--- config.mk ---
export PLATFORM = sky130hd
export DESIGN_NAME = uv_volt_ctrl
export DESIGN_NICKNAME = d
export VERILOG_FILES = /design/src/rtl/uv_pkg.sv /design/src/rtl/uv_code_math.sv /design/src/rtl/uv_settle_timer.sv /design/src/rtl/uv_err_window.sv /design/src/rtl/uv_volt_ctrl.sv
export SDC_FILE = /design/constraint.sdc
export NUM_CORES = 1
export LEC_CHECK = 0
export BUFFER_PORTS_ARGS = -buffer_cell sky130_fd_sc_hd__buf_2
export CAP_MARGIN = 15
export CORE_ASPECT_RATIO = 0.9
export CORE_MARGIN = 1
export CORE_UTILIZATION = 61
export DETAILED_ROUTE_END_ITERATION = 8
export PLACE_DENSITY = 0.92
export SLEW_MARGIN = 20
export SYNTH_ARGS = -nofsm -noshare
export SYNTH_HDL_FRONTEND = slang
export SYNTH_HIERARCHICAL = 1
export SYNTH_SLANG_ARGS = --single-unit
--- constraint.sdc ---
create_clock -name clk -period 7.6 [get_ports clk]
set_input_delay 0.76 -clock clk [delete_from_list [all_inputs] [get_ports clk]]
set_output_delay 0.76 -clock clk [all_outputs]
set_load 0.01 [all_outputs]
--- src/rtl/uv_pkg.sv ---
`timescale 1ns/100ps
// Shared definitions for the undervolting controller.
// Assumes: state codes are visible on a 3-bit status port and must stay fixed.
package uv_pkg;
    localparam int STATE_W = 3;

    typedef enum logic [STATE_W-1:0] {
        ST_IDLE    = 3'd0,
        ST_STEP_DN = 3'd1,
        ST_SETTLE  = 3'd2,
        ST_OBSERVE = 3'd3,
        ST_BACKOFF = 3'd4,
        ST_HOLD    = 3'd5
    } uv_state_e;
endpackage

--- src/rtl/uv_code_math.sv ---
`timescale 1ns/100ps
// Combinational code arithmetic: step down, step up, floor hold point and
// back-off hold point, each clamped to the configured [vmin, vmax] range.
// Assumes: vmin <= vmax; sums are formed one bit wider to catch overflow.
module uv_code_math #(
    parameter int CODE_W = 8
) (
    input  logic [CODE_W-1:0] cur_i,
    input  logic [CODE_W-1:0] last_good_i,
    input  logic [CODE_W-1:0] fail_i,
    input  logic [CODE_W-1:0] step_i,
    input  logic [CODE_W-1:0] guard_i,
    input  logic [CODE_W-1:0] vmin_i,
    input  logic [CODE_W-1:0] vmax_i,
    output logic [CODE_W-1:0] down_o,
    output logic [CODE_W-1:0] up_o,
    output logic [CODE_W-1:0] floor_hold_o,
    output logic [CODE_W-1:0] backoff_hold_o
);
    localparam int EXT_W = CODE_W + 1;

    logic [EXT_W-1:0] min_plus_step;
    logic [EXT_W-1:0] cur_plus_step;
    logic [EXT_W-1:0] fail_plus_guard;
    logic [EXT_W-1:0] min_plus_guard;
    logic [CODE_W-1:0] guarded_fail;

    // Wide sums used by every clamp below.
    always_comb begin
        min_plus_step   = {1'b0, vmin_i} + {1'b0, step_i};
        cur_plus_step   = {1'b0, cur_i} + {1'b0, step_i};
        fail_plus_guard = {1'b0, fail_i} + {1'b0, guard_i};
        min_plus_guard  = {1'b0, vmin_i} + {1'b0, guard_i};
    end

    // One step lower, never beneath vmin.
    always_comb begin
        if ({1'b0, cur_i} < min_plus_step) down_o = vmin_i;
        else                               down_o = cur_i - step_i;
    end

    // One step higher, never above vmax.
    always_comb begin
        if (cur_plus_step > {1'b0, vmax_i}) up_o = vmax_i;
        else                                up_o = cur_plus_step[CODE_W-1:0];
    end

    // Hold point when the floor is reached without failures.
    always_comb begin
        if (min_plus_guard > {1'b0, vmax_i}) floor_hold_o = vmax_i;
        else                                 floor_hold_o = min_plus_guard[CODE_W-1:0];
    end

    // Hold point after a search failure: guarded failure code, at least last good.
    always_comb begin
        if (fail_plus_guard > {1'b0, vmax_i}) guarded_fail = vmax_i;
        else                                  guarded_fail = fail_plus_guard[CODE_W-1:0];
        backoff_hold_o = (last_good_i > guarded_fail) ? last_good_i : guarded_fail;
    end
endmodule

--- src/rtl/uv_settle_timer.sv ---
`timescale 1ns/100ps
// Blanking timer run while the regulator output moves to a new code.
// Held at zero while inactive; done is raised on the (len+1)-th active cycle.
// Assumes: active drops in the cycle after done.
module uv_settle_timer #(
    parameter int CNT_W = 16
) (
    input  logic             clk,
    input  logic             rst_n,
    input  logic             active_i,
    input  logic [CNT_W-1:0] len_i,
    output logic             done_o
);
    logic [CNT_W-1:0] elapsed;

    // Count active cycles; clear whenever the timer is idle.
    always_ff @(posedge clk) begin
        if (!rst_n || !active_i) elapsed <= '0;
        else if (!done_o)        elapsed <= elapsed + 1'b1;
    end

    assign done_o = active_i && (elapsed == len_i);

    assert_elapsed_bounded_R4: assert property (@(posedge clk) disable iff (!rst_n)
        active_i |-> (elapsed <= len_i));
endmodule

--- src/rtl/uv_err_window.sv ---
`timescale 1ns/100ps
// Sliding error window: a cycle counter of programmable length and a
// saturating error count cleared at every window boundary. A pulse on the
// boundary cycle starts the next window's count. "over" flags a pulse that
// would take the window count above the threshold.
// Assumes: both counters are cleared whenever counting is inactive.
module uv_err_window #(
    parameter int CNT_W = 16,
    parameter int ERR_W = 8
) (
    input  logic             clk,
    input  logic             rst_n,
    input  logic             active_i,
    input  logic             err_i,
    input  logic [CNT_W-1:0] len_i,
    input  logic [ERR_W-1:0] thresh_i,
    output logic             boundary_o,
    output logic             over_o
);
    localparam logic [ERR_W-1:0] ERR_MAX = {ERR_W{1'b1}};

    logic [CNT_W-1:0] cyc;
    logic [ERR_W-1:0] errs;
    logic [CNT_W-1:0] last_idx;
    logic [ERR_W-1:0] base;

    // Last cycle index of a window; zero length behaves as one.
    always_comb begin
        last_idx   = (len_i == '0) ? '0 : len_i - 1'b1;
        boundary_o = active_i && (cyc == last_idx);
        base       = boundary_o ? '0 : errs;
        over_o     = active_i && err_i && (base == thresh_i);
    end

    // Advance the window position and error count.
    always_ff @(posedge clk) begin
        if (!rst_n || !active_i) begin
            cyc  <= '0;
            errs <= '0;
        end else begin
            cyc <= boundary_o ? '0 : cyc + 1'b1;
            if (boundary_o)                 errs <= {{(ERR_W-1){1'b0}}, err_i};
            else if (err_i && errs != ERR_MAX) errs <= errs + 1'b1;
        end
    end

    assert_fresh_window_R6: assert property (@(posedge clk) disable iff (!rst_n)
        boundary_o |=> (!active_i || errs <= 1));

    assert_count_bounded_R5: assert property (@(posedge clk) disable iff (!rst_n)
        (active_i && !over_o) |=> (!active_i || errs <= thresh_i));
endmodule

--- src/rtl/uv_volt_ctrl.sv ---
`timescale 1ns/100ps
// Closed-loop undervolting controller (top). Steps the voltage code down from
// vmax, blanks errors during settle, watches a sliding error window, restores
// the last clean code on a violation, then holds at the guarded failure point
// and raises the code if errors return.
// Assumes: configuration is stable from start onward, vmin <= vmax, step >= 1.
module uv_volt_ctrl #(
    parameter int                CODE_W    = 8,
    parameter int                CNT_W     = 16,
    parameter int                ERR_W     = 8,
    parameter logic [CODE_W-1:0] VCODE_RST = {CODE_W{1'b1}}
) (
    input  logic                      clk,
    input  logic                      rst_n,
    input  logic                      start_i,
    input  logic                      err_pulse_i,
    input  logic [CODE_W-1:0]         cfg_vmax_i,
    input  logic [CODE_W-1:0]         cfg_vmin_i,
    input  logic [CODE_W-1:0]         cfg_step_i,
    input  logic [CODE_W-1:0]         cfg_guard_i,
    input  logic [ERR_W-1:0]          cfg_thresh_i,
    input  logic [CNT_W-1:0]          cfg_win_len_i,
    input  logic [CNT_W-1:0]          cfg_settle_i,
    output logic [CODE_W-1:0]         vcode_o,
    output logic [uv_pkg::STATE_W-1:0] state_o,
    output logic [CODE_W-1:0]         last_good_o
);
    import uv_pkg::*;

    uv_state_e         state;
    logic [CODE_W-1:0] vcode;
    logic [CODE_W-1:0] last_good;
    logic [CODE_W-1:0] fail_code;
    logic              searching;

    logic              win_active;
    logic              settle_active;
    logic              settle_done;
    logic              win_boundary;
    logic              win_over;
    logic [CODE_W-1:0] down_code;
    logic [CODE_W-1:0] up_code;
    logic [CODE_W-1:0] floor_hold;
    logic [CODE_W-1:0] backoff_hold;

    // Decode which timers run in the current state.
    always_comb begin
        win_active    = (state == ST_OBSERVE) || (state == ST_HOLD);
        settle_active = (state == ST_SETTLE);
    end

    uv_settle_timer #(.CNT_W(CNT_W)) i_settle (
        .clk      (clk),
        .rst_n    (rst_n),
        .active_i (settle_active),
        .len_i    (cfg_settle_i),
        .done_o   (settle_done)
    );

    uv_err_window #(.CNT_W(CNT_W), .ERR_W(ERR_W)) i_window (
        .clk        (clk),
        .rst_n      (rst_n),
        .active_i   (win_active),
        .err_i      (err_pulse_i),
        .len_i      (cfg_win_len_i),
        .thresh_i   (cfg_thresh_i),
        .boundary_o (win_boundary),
        .over_o     (win_over)
    );

    uv_code_math #(.CODE_W(CODE_W)) i_math (
        .cur_i          (vcode),
        .last_good_i    (last_good),
        .fail_i         (fail_code),
        .step_i         (cfg_step_i),
        .guard_i        (cfg_guard_i),
        .vmin_i         (cfg_vmin_i),
        .vmax_i         (cfg_vmax_i),
        .down_o         (down_code),
        .up_o           (up_code),
        .floor_hold_o   (floor_hold),
        .backoff_hold_o (backoff_hold)
    );

    // Search / hold sequencer and code registers.
    always_ff @(posedge clk) begin
        if (!rst_n) begin
            state     <= ST_IDLE;
            vcode     <= VCODE_RST;
            last_good <= VCODE_RST;
            fail_code <= VCODE_RST;
            searching <= 1'b0;
        end else begin
            case (state)
                ST_IDLE: begin
                    if (start_i) begin
                        vcode     <= cfg_vmax_i;
                        last_good <= cfg_vmax_i;
                        searching <= 1'b1;
                        state     <= ST_SETTLE;
                    end
                end
                ST_STEP_DN: begin
                    vcode <= down_code;
                    state <= ST_SETTLE;
                end
                ST_SETTLE: begin
                    if (settle_done) state <= searching ? ST_OBSERVE : ST_HOLD;
                end
                ST_OBSERVE: begin
                    if (win_over) begin
                        fail_code <= vcode;
                        vcode     <= last_good;
                        state     <= ST_BACKOFF;
                    end else if (win_boundary) begin
                        last_good <= vcode;
                        if (vcode <= cfg_vmin_i) begin
                            vcode     <= floor_hold;
                            searching <= 1'b0;
                            state     <= ST_SETTLE;
                        end else begin
                            state <= ST_STEP_DN;
                        end
                    end
                end
                ST_BACKOFF: begin
                    vcode     <= backoff_hold;
                    last_good <= backoff_hold;
                    searching <= 1'b0;
                    state     <= ST_SETTLE;
                end
                ST_HOLD: begin
                    if (win_over) begin
                        vcode     <= up_code;
                        last_good <= up_code;
                        state     <= ST_SETTLE;
                    end else if (win_boundary) begin
                        last_good <= vcode;
                    end
                end
                default: state <= ST_IDLE;
            endcase
        end
    end

    assign vcode_o     = vcode;
    assign state_o     = state;
    assign last_good_o = last_good;

    assert_code_in_range_R3: assert property (@(posedge clk) disable iff (!rst_n)
        (state != ST_IDLE && cfg_vmin_i <= cfg_vmax_i) |->
            (vcode >= cfg_vmin_i && vcode <= cfg_vmax_i));

    assert_step_never_up_R3: assert property (@(posedge clk) disable iff (!rst_n)
        (state == ST_STEP_DN) |=> (vcode <= $past(vcode)));

    assert_settle_exit_R4: assert property (@(posedge clk) disable iff (!rst_n)
        (state == ST_SETTLE) |=>
            (state == ST_SETTLE || state == ST_OBSERVE || state == ST_HOLD));

    assert_restore_good_R7: assert property (@(posedge clk) disable iff (!rst_n)
        (state == ST_OBSERVE && win_over) |=>
            (state == ST_BACKOFF && vcode == $past(last_good)));

    assert_backoff_single_R8: assert property (@(posedge clk) disable iff (!rst_n)
        (state == ST_BACKOFF) |=> (state == ST_SETTLE));

    assert_hold_raise_R10: assert property (@(posedge clk) disable iff (!rst_n)
        (state == ST_HOLD && win_over) |=>
            (state == ST_SETTLE && vcode >= $past(vcode)));

    assert_start_ignored_R2: assert property (@(posedge clk) disable iff (!rst_n)
        (state == ST_HOLD && start_i && !win_over) |=> (state == ST_HOLD));
endmodule

* Yosys cells after proc, flatten, opt, wreduce, memory -nomap -nowiden *
Index checks and enable logic that the tools add are counted.

operators by class
  $lt $le $gt $ge = 6
  shift operators = 0
  muxes and demuxes = 32
  reduce and logical (&&, ||, !) cells = 24
  multipliers = 0
  div/mod/pow operators = 0
  bitwise operators = 0
  $add $sub $neg = 9
  eq/ne operators = 17

operator list
  operator                                                              count
  8-bit two-way mux                                                     14
  8-bit case mux with 5 select lines                                    1
  8-bit by 8-bit adder with 9-bit output                                4
  16-bit by 1-bit adder with 16-bit output, second input constant       2
  16-bit == test                                                        2
  8-bit case mux with 4 select lines                                    1
  9-bit by 8-bit > comparator with 1-bit output                         3
  3-bit two-way mux                                                     6
  16-bit zero test                                                      1
  16-bit two-way mux                                                    1
  16-bit by 1-bit subtractor with 16-bit output, second input constant  1
  3-bit case mux with 5 select lines                                    1
  5-bit AND reduction                                                   2
  8-bit by 9-bit less-than comparator with 1-bit output                 1
  8-bit by 1-bit adder with 8-bit output, second input constant         1
  8-bit == test                                                         1
  8-bit > comparator                                                    1
  8-bit <= comparator                                                   1
  8-bit != test, second input constant                                  1
  8-bit subtractor                                                      1
  3-bit by 2-bit == test with 1-bit output, second input constant       2
  3-bit == test, second input constant                                  2
  1-bit two-way mux                                                     6
  2-bit by 1-bit != test with 1-bit output, second input constant       3
  other kinds (17)                                                      29

storage, ports and cells
  output and inout port bits = 19
  ROM bits = 0
  memories = 0
  bits in registers = 68
  RAM bits = 0
  bits in latches = 0

* Depth between registers and ports, before layout *
  depth after elaboration = 9
  depth in mapped cells = 23
  depth with buffers taken out = 23

* Hierarchy *
The synthesis kept the hierarchy.

modules (own cells, without submodules)
  module           instances  cells each  area an instance (um^2)
  uv_code_math     1          348         2836.5
  uv_volt_ctrl     1          290         2199.6
  uv_err_window    1          293         2180.8
  uv_settle_timer  1          116         963.4

* Worst setup path before layout *
OpenSTA, ideal clock, no wires.

  kind = input-to-reg
  start point = in cfg_guard_i[0]
  end point = reg vcode[0], in the netlist vcode_o[0]
  buffers on the path = 0
  cell stages on the path = 23
  library setup time = 0.133 ns
  arrival = 5.435 ns
  setup slack = 2.032 ns
  path through = ha_1 -> fa_1 -> a211oi_1 -> o21bai_1 -> a21oi_1 -> xnor2_1 -> ha_1 -> nand4_1 -> a21oi_1 -> nor4_1 -> o221ai_2 -> mux2i_1 -> ha_1 -> a21o_1 -> a21oi_1 -> o21ai_0 -> or3_1 -> nand2_1 -> mux2_2 -> a211oi_1 -> o221ai_1 -> nor4_1 -> a31oi_1

between the ends
  elaborated cells on any way between the ends = 12
  those cells by class = add/sub (2); order compare (3); mux (7)

RTL lines
  item                                           line                 RTL
  start: declaration                             uv_volt_ctrl.sv:20   input logic [CODE_W-1:0] cfg_guard_i,
  8-bit by 8-bit adder with 9-bit output *       uv_code_math.sv:32   fail_plus_guard = {1'b0, fail_i} + {1'b0, guard_i};
  9-bit by 8-bit > comparator with 1-bit output  uv_code_math.sv:56   if (fail_plus_guard > {1'b0, vmax_i}) guarded_fail = vmax_i;
  8-bit two-way mux *                            uv_code_math.sv:56
  8-bit > comparator                             uv_code_math.sv:58   backoff_hold_o = (last_good_i > guarded_fail) ? last_good_i : guarded_fail;
  8-bit two-way mux *                            uv_code_math.sv:58
  via backoff_hold[0]                            uv_volt_ctrl.sv:44   logic [CODE_W-1:0] backoff_hold;
  8-bit case mux with 5 select lines *           uv_volt_ctrl.sv:94   case (state)
  end signal: assignment                         uv_volt_ctrl.sv:97   vcode <= cfg_vmax_i;
  end signal: assignment                         uv_volt_ctrl.sv:104  vcode <= down_code;
  end signal: assignment                         uv_volt_ctrl.sv:113  vcode <= last_good;
  end: declaration                               uv_volt_ctrl.sv:31   logic [CODE_W-1:0] vcode;

Mark *: on every way through the listed nets, which the timed path passes. The rest lies on a longest branch. The select of a mux whose other input is x is not followed.
A chain may end at the register's enable or synchronous reset.

* Worst setup path after layout *
Same ends and word-level chain as after synthesis.

==> results.tsv <==
stage	metric	value	unit
status	outcome	complete, no violations	
synthesis	post_synth_inst_count	1047	
cells_and_area	multi_input_area	6310	um2
floorplanning	i_o_pins	95	
cells_and_area	drive_above_1_share	14.2	%
detailed_routing	number_of_drc_violations_after_detailed_routing	0	
synthesis	synth_cell_types	92	
floorplanning	rows	39	
placement	cell_area_placed	8620	um2
detailed_routing	drtIter0Drc	786	
sta	timing.setup.tns	0	ns
sta	period_share	79.7	%
synthesis	cell_area_synth	8180	um2
cells_and_area	finish.utilization	69.2	%
clock_tree	clockRootBuffer	clkbuf_16	
sta	min_period	6.06	ns
synthesis	synth-async-reset-ratio	0	%
synthesis	synthesis.yosys.warnings	6	
placement	dpl.cell_count	1257	
detailed_routing	post_drt_wl_per_cell	18.2	um
global_route	groute.usage.overall	34.2	%
synthesis	synth_ff_type	dfxtp_1	
sta	slew_viol_final	0	
setup_path	timing.critical_path.arrival	6.26	ns
cells_and_area	num_antenna_cells	0	
clock_tree	h-tree-depth	3	
setup_path	critical_path.endpoint_type	flop	
global_route	grt_max_degree	41	
sta	finClkSkew	0.0110	ns
synthesis	synth.net_count	1218	
power	total_power	0.00153	W
detailed_routing	vias	8344	
sta	grt_setup_unrepaired	false	
global_route	grt_pass1_vias	7632	
global_route	grt-ovfl-total	0	
detailed_routing	avgViaCountPerCell	6.55	
detailed_routing	drtAntennaViolNets	0	
setup_path	critical_path_start_end_classification	input port to flop	
cells_and_area	layout.area.seq	1360	um2
floorplanning	core_area	12900	um2
setup_path	crit_path_max_incr_delay	0.49	ns
synthesis	synth_enable_flop_cells	0	
clock_tree	tritoncts	done	
sta	slew_headroom	30.4	%
clock_tree	cts_inserted_buffers	9	
synthesis	flip_flop_and_latch_count_after_synthesis	68	
synthesis	synth_seq_area_share	16.6	%
cells_and_area	final_cells	1273	
cells_and_area	synthToLayoutAreaGrowth	9.01	%
power	leakagePower	3.80	nW
sta	timing.final.setup_violations	0	
sta	fmaxAchievable	165	MHz
clock_tree	cts.sinks	68	
sta	timing_worst_slew_pin_value	1.04	ns
power	ir_drop	0.140	mV
clock_tree	cts_setup_buffers	0	
setup_path	crit_fanout	8	
clock_tree	clk_pin_slew_worst_paths	0.06	ns
global_route	grt_first_pass_wirelength	37.7	mm
clock_tree	post_cts_resize_count	0	
detailed_routing	totalWireLength	23.2	mm
setup_path	timing.critical_path.buf_inv	1	
floorplanning	floorplan.initialDensity	63.5	%
placement	dp.final_hpwl	17.6	mm
worst_hold_path	hold_crit_class	flop to flop	
setup_path	cp_slowest_cell	o221ai_2	
cells_and_area	filler_cell_count	1057	
setup_path	crit_required	7.79	ns
clock_tree	clock_tree.buffer_depth	2	
cells_and_area	fin_nets	1275	
clock_tree	worst_skew_pair.late_latency	0.34	ns
synthesis	syn_area_per_cell	7.81	um2
sta	final-hold-violation-count	0	
clock_tree	postCtsHoldBufs	0	
placement	buffer_ports.inserted	94	
run	max-cap-violations	0	
cells_and_area	post-route-cell-area	8920	um2
placement	gp_congestion	1.03	
floorplanning	chipHeight	112	um
detailed_routing	detail_route.first_pass.iterations	5	
setup_path	crit_family	compound AO/OA/AOI/OAI gates	
power	power_density_over_the_cells	171	nW/um2
floorplanning	chipWidth	124	um
setup_path	crit_path_cell_trace	buf_2, ha_1, fa_1, a211oi_1, o21bai_1, a21oi_1, xnor2_1, ha_1, nand4_1, a21oi_1, nor4_1, o221ai_2, mux2i_1, ha_1, a21o_1, a21oi_1, o21ai_0, or3_1, nand2_1, mux2_2, a211oi_1, o221ai_1, nor4_1, a31oi_1	
floorplanning	fp.dieArea	13900	um2
setup_path	timing.critical_path.from_type	input port	
global_route	antenna_found_initial	0	
power by group:
group	internal, W	total [W]	switching, W
combinational	0.000297	0.000686	0.000389
sequential	0.000372	0.000413	0.0000405
clock	0.000256	0.000426	0.000171
total	0.000925	0.00153	0.000600
final timing paths:
check | depth (start not counted) | from | to | slack, ns
setup reg to reg | 23 | fail_code[0] | vcode_o[0] | 1.71
hold / removal | 2 | i_settle/elapsed[13] | i_settle/elapsed[13] | 0.51
hold reg to reg | 2 | i_settle/elapsed[13] | i_settle/elapsed[13] | 0.51
setup / recovery | 24 | cfg_guard_i[0] | vcode_o[0] | 1.54
final cells by class:
| class | instances | area share, % |
|---|---|---|
| clock buffer | 9 | 2.53 |
| clock inverter | 7 | 0.842 |
| inverter | 67 | 2.82 |
| multi-input combinational | 861 | 70.7 |
| sequential | 68 | 15.3 |
| tap | 164 | 2.30 |
| timing repair buffer | 97 | 5.53 |
through the flow:
stage | hold WS, ns | setup WS [ns]
CTS | 0.509 | 1.68
detailed placement | 0.501 | 1.35
global placement | 0.489 | 1.54
global route | 0.526 | 1.25
finish | 0.505 | 1.54
floorplan | 0.461 | 2.03
Yosys cell counts, types with 5 or more instances:
library cell | n | area share [%]
and2_1 | 16 | 1.2
dfxtp_1 | 68 | 17
a2bb2oi_1 | 9 | 0.96
inv_1 | 66 | 3.0
a21oi_1 | 70 | 4.3
xnor2_1 | 42 | 4.5
o22a_1 | 8 | 0.86
nand3_1 | 29 | 1.8
a31oi_1 | 13 | 0.99
nand3b_1 | 6 | 0.55
nand2_1 | 76 | 3.5
o311ai_1 | 5 | 0.54
mux2_2 | 13 | 1.8
or4_1 | 8 | 0.73
buf_2 | 10 | 0.61
nand4_1 | 13 | 0.99
o21ai_0 | 38 | 2.3
nand2b_1 | 10 | 0.76
o2111ai_1 | 6 | 0.64
clkbuf_1 | 29 | 1.3
xor2_1 | 40 | 4.3
mux2_4 | 6 | 1.1
o211ai_1 | 17 | 1.6
a211oi_1 | 13 | 1.2
o21ai_1 | 11 | 0.67
and4_1 | 5 | 0.54
a21o_1 | 9 | 0.83
nor2b_1 | 14 | 1.1
mux2i_1 | 33 | 4.0
o21a_1 | 5 | 0.46
or3_1 | 14 | 1.1
o22ai_1 | 6 | 0.46
o221ai_1 | 10 | 1.1
nor3b_1 | 6 | 0.55
nor4_1 | 18 | 1.4
buf_6 | 7 | 0.96
nor2_1 | 92 | 4.2
nor3_1 | 23 | 1.4
ha_1 | 90 | 14
and3_1 | 7 | 0.54
fa_1 | 5 | 1.2
logic make-up after synthesis:
group | synth area share [%]
simple gates | 23.0
mux | 6.93
buf+inv | 6.49
xor+xnor | 9.05
flops | 16.6
compound gates | 22.9
fa+ha+maj | 15.0
routing by layer:
metal / global-route usage (%) / part of all wire (%) / vias up
li1: - / - / 3980
met1: 46.8 / 42 / 3831
met2: 50.6 / 43 / 467
met3: 8.66 / 11 / 66
met4: 13.9 / 3.1 / 0
met5: 0 / 0 / -
layout by cell type, fill, tap and decap left out, drive strengths merged, types with 6 or more instances in the layout:
master / instances
nand4: 14
xnor2: 42
o211ai: 17
a211oi: 14
xor2: 40
nor4: 20
ha: 90
mux2: 19
nand3b: 6
and2: 16
and3: 8
a2bb2oi: 9
nor3b: 7
mux2i: 33
o21ai: 51
inv: 68
a31oi: 13
nand2: 77
a21oi: 70
nor3: 25
a21o: 10
nor2: 93
dfxtp: 68
or4: 11
o22ai: 6
clkbuf: 9
nor2b: 14
o2111ai: 6
buf: 97
o22a: 8
nand3: 29
or3: 15
nand2b: 11
o221ai: 11
worst min-delay path, delay by kind of cell (launching register included):
| kind | cells | cell delay [ns] |
|---|---|---|
| AO/OA/AOI/OAI | 1 | 0.05 |
| flip-flops | 1 | 0.34 |
| AND/OR/NAND/NOR | 1 | 0.07 |
sequential cells by signal, summed over array words and instances (netlist names):
register / flops
i_settle/elapsed: 16
i_window/cyc: 16
fail_code: 8
i_window/errs: 8
last_good_o: 8
vcode_o: 8
state_o: 3
searching: 1
No activity file was read; power rests on OpenSTA's default activity.
